`src/rtl/wdog_pkg.sv`:
```
package wdog_pkg;

   localparam int unsigned REG_W = 8;

   typedef struct packed {
      logic insn;
      logic sleep;
      logic osc_fail;
   } clr_src_t;

   typedef enum logic [1:0] {
      ACT_IDLE  = 2'd0,
      ACT_RESET = 2'd1,
      ACT_WAKE  = 2'd2
   } act_e;

   function automatic logic any_clear(input clr_src_t s);
      return s.insn | s.sleep | s.osc_fail;
   endfunction

endpackage

```
`src/rtl/wdog_prescale.sv`:
```
module wdog_prescale #(
   parameter int unsigned PRE_DIV = 128
) (
   input  logic clk,
   input  logic rst_n,
   input  logic tick,
   input  logic hold,
   output logic base_tick,
   output logic idle
);
   localparam int unsigned CW   = (PRE_DIV > 1) ? $clog2(PRE_DIV) : 1;
   localparam bit          POW2 = ((1 << CW) == PRE_DIV);
   localparam logic [CW-1:0] LAST = CW'(PRE_DIV - 1);

   if (PRE_DIV < 2) begin : g_bad_div
      $error("wdog_prescale: PRE_DIV must be at least 2");
   end

   logic [CW-1:0] cnt;
   logic          last;

   assign last      = (cnt == LAST);
   assign base_tick = tick & ~hold & last;
   assign idle      = (cnt == '0);

   if (POW2) begin : g_wrap
      always_ff @(posedge clk or negedge rst_n) begin
         if (!rst_n)    cnt <= '0;
         else if (hold) cnt <= '0;
         else if (tick) cnt <= cnt + CW'(1);
      end
   end else begin : g_cmp
      always_ff @(posedge clk or negedge rst_n) begin
         if (!rst_n)    cnt <= '0;
         else if (hold) cnt <= '0;
         else if (tick) cnt <= last ? '0 : cnt + CW'(1);
      end
   end

   p_hold_zero_r6: assert property (@(posedge clk) disable iff (!rst_n)
      hold |=> idle);

endmodule

```
`src/rtl/wdog_postscale.sv`:
```
module wdog_postscale #(
   parameter int unsigned POST_W = 16
) (
   input  logic                        clk,
   input  logic                        rst_n,
   input  logic                        base_tick,
   input  logic                        hold,
   input  logic                        pre_idle,
   input  logic [$clog2(POST_W)-1:0]   period,
   output logic                        hit
);
   localparam int unsigned SEL_W = $clog2(POST_W);

   if ((1 << SEL_W) != POST_W) begin : g_bad_w
      $error("wdog_postscale: POST_W must be a power of two");
   end

   logic [POST_W-1:0] cnt;
   logic [SEL_W-1:0]  sel_q;
   logic [POST_W-1:0] terminal;
   logic              at_zero;

   assign terminal = (POST_W'(1) << sel_q) - POST_W'(1);
   assign at_zero  = pre_idle & (cnt == '0);
   assign hit      = base_tick & (cnt == terminal);

   always_ff @(posedge clk or negedge rst_n) begin
      if (!rst_n)       sel_q <= '0;
      else if (at_zero) sel_q <= period;
   end

   always_ff @(posedge clk or negedge rst_n) begin
      if (!rst_n)             cnt <= '0;
      else if (hold || hit)   cnt <= '0;
      else if (base_tick)     cnt <= cnt + POST_W'(1);
   end

   p_sel_hold_r10: assert property (@(posedge clk) disable iff (!rst_n)
      !$stable(sel_q) |-> $past(at_zero));

   p_cnt_bound_r2: assert property (@(posedge clk) disable iff (!rst_n)
      cnt <= terminal);

endmodule

```
`src/rtl/wdog_regs.sv`:
```
module wdog_regs import wdog_pkg::*; (
   input  logic             clk,
   input  logic             rst_n,
   input  logic             wr,
   input  logic [REG_W-1:0] wdata,
   input  logic             clr_insn,
   input  logic             timeout,
   output logic             sw_en,
   output logic             to_flag,
   output logic [REG_W-1:0] rdata
);
   always_ff @(posedge clk or negedge rst_n) begin
      if (!rst_n)  sw_en <= 1'b0;
      else if (wr) sw_en <= wdata[0];
   end

   always_ff @(posedge clk or negedge rst_n) begin
      if (!rst_n)        to_flag <= 1'b0;
      else if (clr_insn) to_flag <= 1'b0;
      else if (timeout)  to_flag <= 1'b1;
   end

   assign rdata = {{(REG_W-1){1'b0}}, sw_en};

   p_flag_clear_r9: assert property (@(posedge clk) disable iff (!rst_n)
      clr_insn |=> !to_flag);

   p_flag_set_r9: assert property (@(posedge clk) disable iff (!rst_n)
      (timeout && !clr_insn) |=> to_flag);

endmodule

```
`src/rtl/wdog_core.sv`:
```
module wdog_core import wdog_pkg::*; #(
   parameter int unsigned PRE_DIV = 128,
   parameter int unsigned POST_W  = 16
) (
   input  logic             clk,
   input  logic             rst_n,
   input  logic             osc_tick,
   input  logic             cfg_en,
   input  logic [3:0]       cfg_period,
   input  logic             reg_wr,
   input  logic [REG_W-1:0] reg_wdata,
   output logic [REG_W-1:0] reg_rdata,
   input  logic             clrwdt,
   input  logic             sleep_enter,
   input  logic             clk_fail,
   input  logic             asleep,
   output logic             osc_run,
   output logic             wdt_reset,
   output logic             wdt_wake,
   output logic             to_flag
);
   localparam int unsigned SEL_W = $clog2(POST_W);

   if (SEL_W != 4) begin : g_bad_sel
      $error("wdog_core: period field is 4 bits, POST_W must be 16");
   end

   clr_src_t clr_src;
   logic     clear_any;
   logic     sw_en;
   logic     hold;
   logic     base_tick;
   logic     pre_idle;
   logic     hit;
   act_e     act_q;

   assign clr_src   = '{insn: clrwdt, sleep: sleep_enter, osc_fail: clk_fail};
   assign clear_any = any_clear(clr_src);
   assign osc_run   = cfg_en | sw_en;
   assign hold      = clear_any | ~osc_run;

   wdog_prescale #(.PRE_DIV(PRE_DIV)) u_pre (
      .clk       (clk),
      .rst_n     (rst_n),
      .tick      (osc_tick),
      .hold      (hold),
      .base_tick (base_tick),
      .idle      (pre_idle)
   );

   wdog_postscale #(.POST_W(POST_W)) u_post (
      .clk       (clk),
      .rst_n     (rst_n),
      .base_tick (base_tick),
      .hold      (hold),
      .pre_idle  (pre_idle),
      .period    (SEL_W'(cfg_period)),
      .hit       (hit)
   );

   wdog_regs u_regs (
      .clk      (clk),
      .rst_n    (rst_n),
      .wr       (reg_wr),
      .wdata    (reg_wdata),
      .clr_insn (clrwdt),
      .timeout  (hit),
      .sw_en    (sw_en),
      .to_flag  (to_flag),
      .rdata    (reg_rdata)
   );

   always_ff @(posedge clk or negedge rst_n) begin
      if (!rst_n)      act_q <= ACT_IDLE;
      else if (!hit)   act_q <= ACT_IDLE;
      else if (asleep) act_q <= ACT_WAKE;
      else             act_q <= ACT_RESET;
   end

   assign wdt_reset = (act_q == ACT_RESET);
   assign wdt_wake  = (act_q == ACT_WAKE);

   p_one_shot_r8: assert property (@(posedge clk) disable iff (!rst_n)
      (wdt_reset || wdt_wake) |=> !(wdt_reset || wdt_wake));

   p_wake_asleep_r7: assert property (@(posedge clk) disable iff (!rst_n)
      wdt_wake |-> $past(asleep));

   p_reset_awake_r7: assert property (@(posedge clk) disable iff (!rst_n)
      wdt_reset |-> !$past(asleep));

   p_quiet_off_r3: assert property (@(posedge clk) disable iff (!rst_n)
      !osc_run |=> !(wdt_reset || wdt_wake));

   p_flag_follows_r9: assert property (@(posedge clk) disable iff (!rst_n)
      (wdt_reset || wdt_wake) |-> to_flag);

endmodule

```
`config.mk`:
```
export PLATFORM = sky130hd
export DESIGN_NAME = wdog_core
export DESIGN_NICKNAME = d
export VERILOG_FILES = /design/src/rtl/wdog_pkg.sv /design/src/rtl/wdog_prescale.sv /design/src/rtl/wdog_postscale.sv /design/src/rtl/wdog_regs.sv /design/src/rtl/wdog_core.sv
export SDC_FILE = /design/constraint.sdc
export NUM_CORES = 1
export LEC_CHECK = 0
export ABC_AREA = 0
export BUFFER_PORTS_ARGS = -buffer_cell sky130_fd_sc_hd__buf_2
export CORE_MARGIN = 5
export CORE_UTILIZATION = 32
export DETAILED_ROUTE_END_ITERATION = 10
export GPL_TIMING_DRIVEN = 0
export SLEW_MARGIN = 10
export SYNTH_ARGS = -nofsm -noshare
export SYNTH_HDL_FRONTEND = slang
export SYNTH_HIERARCHICAL = 1
export SYNTH_SLANG_ARGS = --single-unit
export TNS_END_PERCENT = 20
```
`constraint.sdc`:
```
create_clock -name clk -period 8.47 [get_ports clk]
set_input_delay 1.2705 -clock clk [delete_from_list [all_inputs] [get_ports clk]]
set_output_delay 1.2705 -clock clk [all_outputs]
set_load 0.1 [all_outputs]
```
* Yosys cells after proc, flatten, opt, wreduce, memory -nomap -nowiden
Cells that the tools add are included.
** Cells by class
- Add/subtract/negate cells :: 3
- Shift operators :: 1
- Muxes and demuxes :: 8
- Bitwise logic cells :: 10
- Reductions and logical operators :: 6
- Eq/ne operators :: 4
** Operators by type and width (number)
- $mux W16 :: 2
- $add A16 B1 Y16 const B :: 1
- $eq A16 B16 Y1 :: 1
- $logic_not A16 Y1 :: 1
- $shl A1 B4 Y16 const A :: 1
- $sub A16 B2 Y16 const B :: 1
- $mux W7 :: 2
- $add A7 B1 Y7 const B :: 1
- $eq A7 B7 Y1 const B :: 1
- $logic_not A7 Y1 :: 1
- $reduce_bool A2 Y1 :: 3
- $and A1 B1 Y1 :: 4
- $mux W2 :: 2
- $or A1 B1 Y1 :: 4
- $eq A2 B1 Y1 const B :: 1
- $eq A2 B2 Y1 const B :: 1
- $mux W1 :: 2
- $not A1 Y1 :: 2
- $logic_or A1 B1 Y1 :: 1
** Word-level totals
- Register bits :: 31
- Logic and storage cells :: 38
- Output and inout port bits :: 12
- Bits of input ports :: 21

* Longest topological paths before layout
- Depth in word-level cells :: 9
- Depth in mapped cells :: 14
- Gate-level depth less buffers :: 9

* By module
The synthesis kept the hierarchy.
** Modules (own cells, without submodules)
- wdog_postscale :: cells each 178, instances 1, area each 1552.7 um2
- wdog_prescale :: cells each 39, instances 1, area each 381.6 um2
- wdog_regs :: cells each 13, instances 1, area each 138.9 um2
- wdog_core :: cells each 9, instances 1, area each 92.6 um2

* Least setup slack after synthesis
Ideal clock, no wire load.
- Kind :: input-to-reg
- Start :: input cfg_en
- End :: register u_regs.to_flag
- Arrival time :: 3.525 ns
- Buffers on the path :: 4
- Required time :: 8.404 ns
- Stages :: 13
- Library setup time :: 0.066 ns
- Slack :: 4.879 ns
- Cells stage by stage :: or2_4 > nand2_1 > clkbuf_1 > nor4_1 > clkbuf_1 > nand2b_1 > a221oi_1 > o311ai_1 > nor4_1 > and4_1 > buf_6 > buf_6 > o21ba_2
** Between the ends
- Longest elaborated chain between the ends :: 8
** Ends and longest elaborated chain
- from (decl) :: line wdog_core.sv:8 : input logic cfg_en,
- $or A1 B1 Y1 :: line wdog_core.sv:39 : assign osc_run = cfg_en | sw_en;
- $not A1 Y1 :: line wdog_core.sv:40 : assign hold = clear_any | ~osc_run;
- $or A1 B1 Y1 :: line wdog_core.sv:40
- net hold :: line wdog_core.sv:31 : logic hold;
- $not A1 Y1 :: line wdog_prescale.sv:23 : assign base_tick = tick & ~hold & last;
- $and A1 B1 Y1 (2 in a row) :: line wdog_prescale.sv:23
- net base_tick :: line wdog_core.sv:32 : logic base_tick;
- $and A1 B1 Y1 :: line wdog_postscale.sv:25 : assign hit = base_tick & (cnt == terminal);
- net hit :: line wdog_core.sv:34 : logic hit;
- $reduce_bool A2 Y1 (no source line)
- to (signal assigned) :: line wdog_regs.sv:18 : if (!rst_n) to_flag <= 1'b0;
- to (signal assigned) :: line wdog_regs.sv:19 : else if (clr_insn) to_flag <= 1'b0;
- to (signal assigned) :: line wdog_regs.sv:20 : else if (timeout) to_flag <= 1'b1;
- to (decl) :: line wdog_regs.sv:9 : output logic to_flag,
The timed path passes the listed nets, and every way through them passes these cells.
A chain may end at the register's enable or synchronous reset.

* Worst setup path in the final report
- Start :: input sleep_enter
- End :: register act_q[1]
** Between the ends
- Longest elaborated chain between the ends :: 8
** Ends and longest elaborated chain
- from (decl) :: line wdog_core.sv:14 : input logic sleep_enter,
- $or A1 B1 Y1 (2 in a row) :: line wdog_pkg.sv:18 : return s.insn | s.sleep | s.osc_fail;
- $or A1 B1 Y1 :: line wdog_core.sv:40
- net hold :: line wdog_core.sv:31
- $not A1 Y1 :: line wdog_prescale.sv:23
- $and A1 B1 Y1 (2 in a row) :: line wdog_prescale.sv:23
- net base_tick :: line wdog_core.sv:32
- $and A1 B1 Y1 :: line wdog_postscale.sv:25
- net hit :: line wdog_core.sv:34
- $mux W2 :: line wdog_core.sv:75 : else if (!hit) act_q <= ACT_IDLE;
- to (signal assigned) :: line wdog_core.sv:75
- to (signal assigned) :: line wdog_core.sv:76 : else if (asleep) act_q <= ACT_WAKE;
- to (signal assigned) :: line wdog_core.sv:77 : else act_q <= ACT_RESET;
- to (decl) :: line wdog_core.sv:35 : act_e act_q;
The timed path passes the listed nets, and every way through them passes these cells.

==> results.ini <==
[die]
fp.coreArea_um2=6681
die_area_um2=8514
rows=30
initial_core_util_pct=32.42
io_pins=33
die_w_um=92.27
die_y_um=92.27

[drt]
route.vias.total=1777
drtIter0Drc=151
drc_errors=0
first_pass_iters=4
drtAntennaViolNets=0
post_drt_wl_per_cell_um=13.59
wl_um=4757
vias_per_cell=5.077

[power]
p_leak_nw=1.023
ir_drop_mv=0.1093
power.density_nw_per_um2=136.9

[clocking]
clk_path_buf_depth=2
cts_tree=done
ctsResizeCount=0
path_clk_slew_ps=60
cts.sinks=31
cts_hold_buf=0
clockRootBuffer=clkbuf_8
cts_setup_buffers=0
cts_max_level=2
cts_buffers=5
clk-insertion-delay-late_ps=280

[timing]
setup_tns_ps=0
setup_violations=0
min_period_over_period_pct=42.60
fin_skew_ps=5.788
holdWs_ps=495.7
rsz0062_at_grt=false
finalMaxSlewViolations=0
slew_headroom_pct=52.47
fin_crit_ps=3609
clock.fmax_mhz=277.1
hold_viol_final=0
tightest_slew_ps=713.0

[synthesis]
synth_top_cell_by_area=dfrtp_1
synth-edff-count=0
yosys_warnings=6
synth_compound_area_share_pct=10.11
synth_xor_xnor_area_share_pct=9.705
synth_top_family_by_area=simple AND/OR/NAND/NOR gates
synth_cell_type_count=50
synthAdderAreaFrac_pct=2.889
ys_ff_latch=31
synthesis.area_um2=2166
ys.flop_type=dfrtp_1
ys_seq_area_share_pct=35.82
synthMuxAreaShare_pct=3.697
syn_avg_cell_area_um2=9.062
synth_top_area_share_pct=35.82
async_reset_ff_share_pct=100.0
netlist_instances=239
synthTopCellsByArea=dfrtp_1, xor2_1, nor3_2
synth-simple-area-share_pct=28.37

[status]
status=complete, no violations

[global_route]
grt_pass1_wl_um=8473
grt_usage_pct=12.10
antenna_found_initial=0
grt_pass1_vias=1799
grt-ovfl-total=0
grt_max_degree=32

[worst_hold_path]
whs_path_depth=1
worstHoldStart=u_regs/to_flag
hold_end=u_regs/to_flag
hp-class=reg -> reg

[place]
post-dp-hpwl_um=3467
gp_congestion=0.8840
port_buffers=17

[setup_path]
r2r_setup_slack_ps=5170
setup.worst_path.class=in -> reg
reg2reg_from=u_post/sel_q[3]
worstPathArrival_ps=3830
setup.worst_path.start_class=input port
crit_slowest_cell=nor4_1
cp-end-kind=register
timing.rr.end=act_q[1]
critical_path.cell_chain=buf_2 -> nor3_1 -> nand2_1 -> clkbuf_1 -> nor4_1 -> clkbuf_1 -> nand2b_1 -> a221oi_1 -> o311ai_1 -> nor4_1 -> and4_1 -> buf_6 -> buf_6 -> and2_1
cp_max_fo=12
worstPathRequired_ps=8690
reg2reg_depth=13
slowest_delay_ps=310

[final_layout]
final_layout_size_suffix_gt1_share_pct=22.22
num-nets-final=295
areaGrowthSynthToFinish_pct=14.21
fillCellCount=717
seq_area_um2=775.7
multi_input_area_um2=1212
diodes=0

[run]
drv_cap=0

layer usage:
layer  GRT usage [%]  up-vias  wire, um
met5               0        -         0
met4           4.455        0        70
met3           1.723        9       276
met2           19.65       46      2215
met1           16.29      827      2196
li1                -      895         -
stage by stage:
step	utilization [%]	instance area, um^2	instances	setup WS (ps)	total power [mW]
CTS	37.02	2474	350	4854	0.3438
finish	37.02	2474	350	4861	0.3386
global route	37.02	2474	350	4605	0.3544
global placement	35.52	2374	342	4588	0.2121
floorplan	-	2188	245	4879	0.1998
detailed placement	35.52	2374	342	4573	0.2124
cells by family (layout without fill, tap and decap cells):
family | Yosys count | after routing
flops | 31 | 31
buf+inv | 38 | 63
simple gates | 99 | 99
compound gates | 34 | 34
mux | 7 | 7
other cells | 1 | 7
xor+xnor | 24 | 24
fa+ha+maj | 5 | 5
registers in the layout (all words and copies together) (netlist names):
name / flops
u_pre/cnt: 7
u_regs/to_flag: 1
act_q: 2
u_post/sel_q: 4
u_regs/sw_en: 1
u_post/cnt: 16
area by class of cell:
type                       instances  area share (%)
sequential                        31           31.36
timing repair buffer              17           3.440
buffer                            29           6.727
tap                               80           4.047
multi-input combinational        176           49.01
clock buffer                       8           4.047
inverter                           9           1.366
worst max path at each step:
| stage | from | endpoint | depth (start not counted) |
|---|---|---|---|
| floorplan | cfg_en | u_regs/to_flag | 13 |
| global placement | sleep_enter | u_post/cnt[11] | 14 |
| detailed placement | sleep_enter | u_post/cnt[14] | 14 |
| CTS | sleep_enter | act_q[0] | 14 |
| global route | sleep_enter | u_post/cnt[14] | 14 |
| finish | sleep_enter | act_q[1] | 14 |
Yosys cell counts (2+ instances only):
| master | count |
|---|---|
| a21oi_1 | 14 |
| and2_1 | 2 |
| and3_1 | 2 |
| and4_1 | 3 |
| buf_2 | 4 |
| buf_4 | 10 |
| buf_6 | 2 |
| clkbuf_1 | 12 |
| dfrtp_1 | 31 |
| ha_1 | 5 |
| inv_1 | 9 |
| mux2_2 | 4 |
| mux2i_1 | 2 |
| nand2_1 | 17 |
| nand2b_1 | 3 |
| nand3_1 | 5 |
| nand4_1 | 7 |
| nor2_1 | 9 |
| nor2b_1 | 3 |
| nor3_1 | 13 |
| nor3_2 | 9 |
| nor3b_1 | 2 |
| nor4_1 | 7 |
| nor4b_1 | 3 |
| o21ai_0 | 7 |
| o31ai_1 | 2 |
| or3_1 | 4 |
| or4b_1 | 4 |
| xnor2_1 | 6 |
| xor2_1 | 18 |
cells in the final DEF (no fill, tap or decap), types with 9 or more instances in the layout:
cell type,n
buf_4,10
xor2_1,18
nor2_1,9
buf_2,21
nand2_1,17
dfrtp_1,31
clkbuf_1,13
nor3_2,9
a21oi_1,14
inv_1,9
nor3_1,13
power by group:
part	internal, mW	total (mW)	switching [mW]
clock network	0.0741	0.129	0.0549
logic	0.0169	0.0581	0.0412
registers	0.150	0.152	0.00165
total	0.241	0.339	0.0977
critical path: cells and delay by family:
| kind | cells | cell delay, ps |
|---|---|---|
| buffers and inverters | 5 | 920 |
| and+or+nand+nor | 7 | 1230 |
| AOI/OAI and AO/OA | 2 | 390 |
Power figures use the tool's default switching activity.
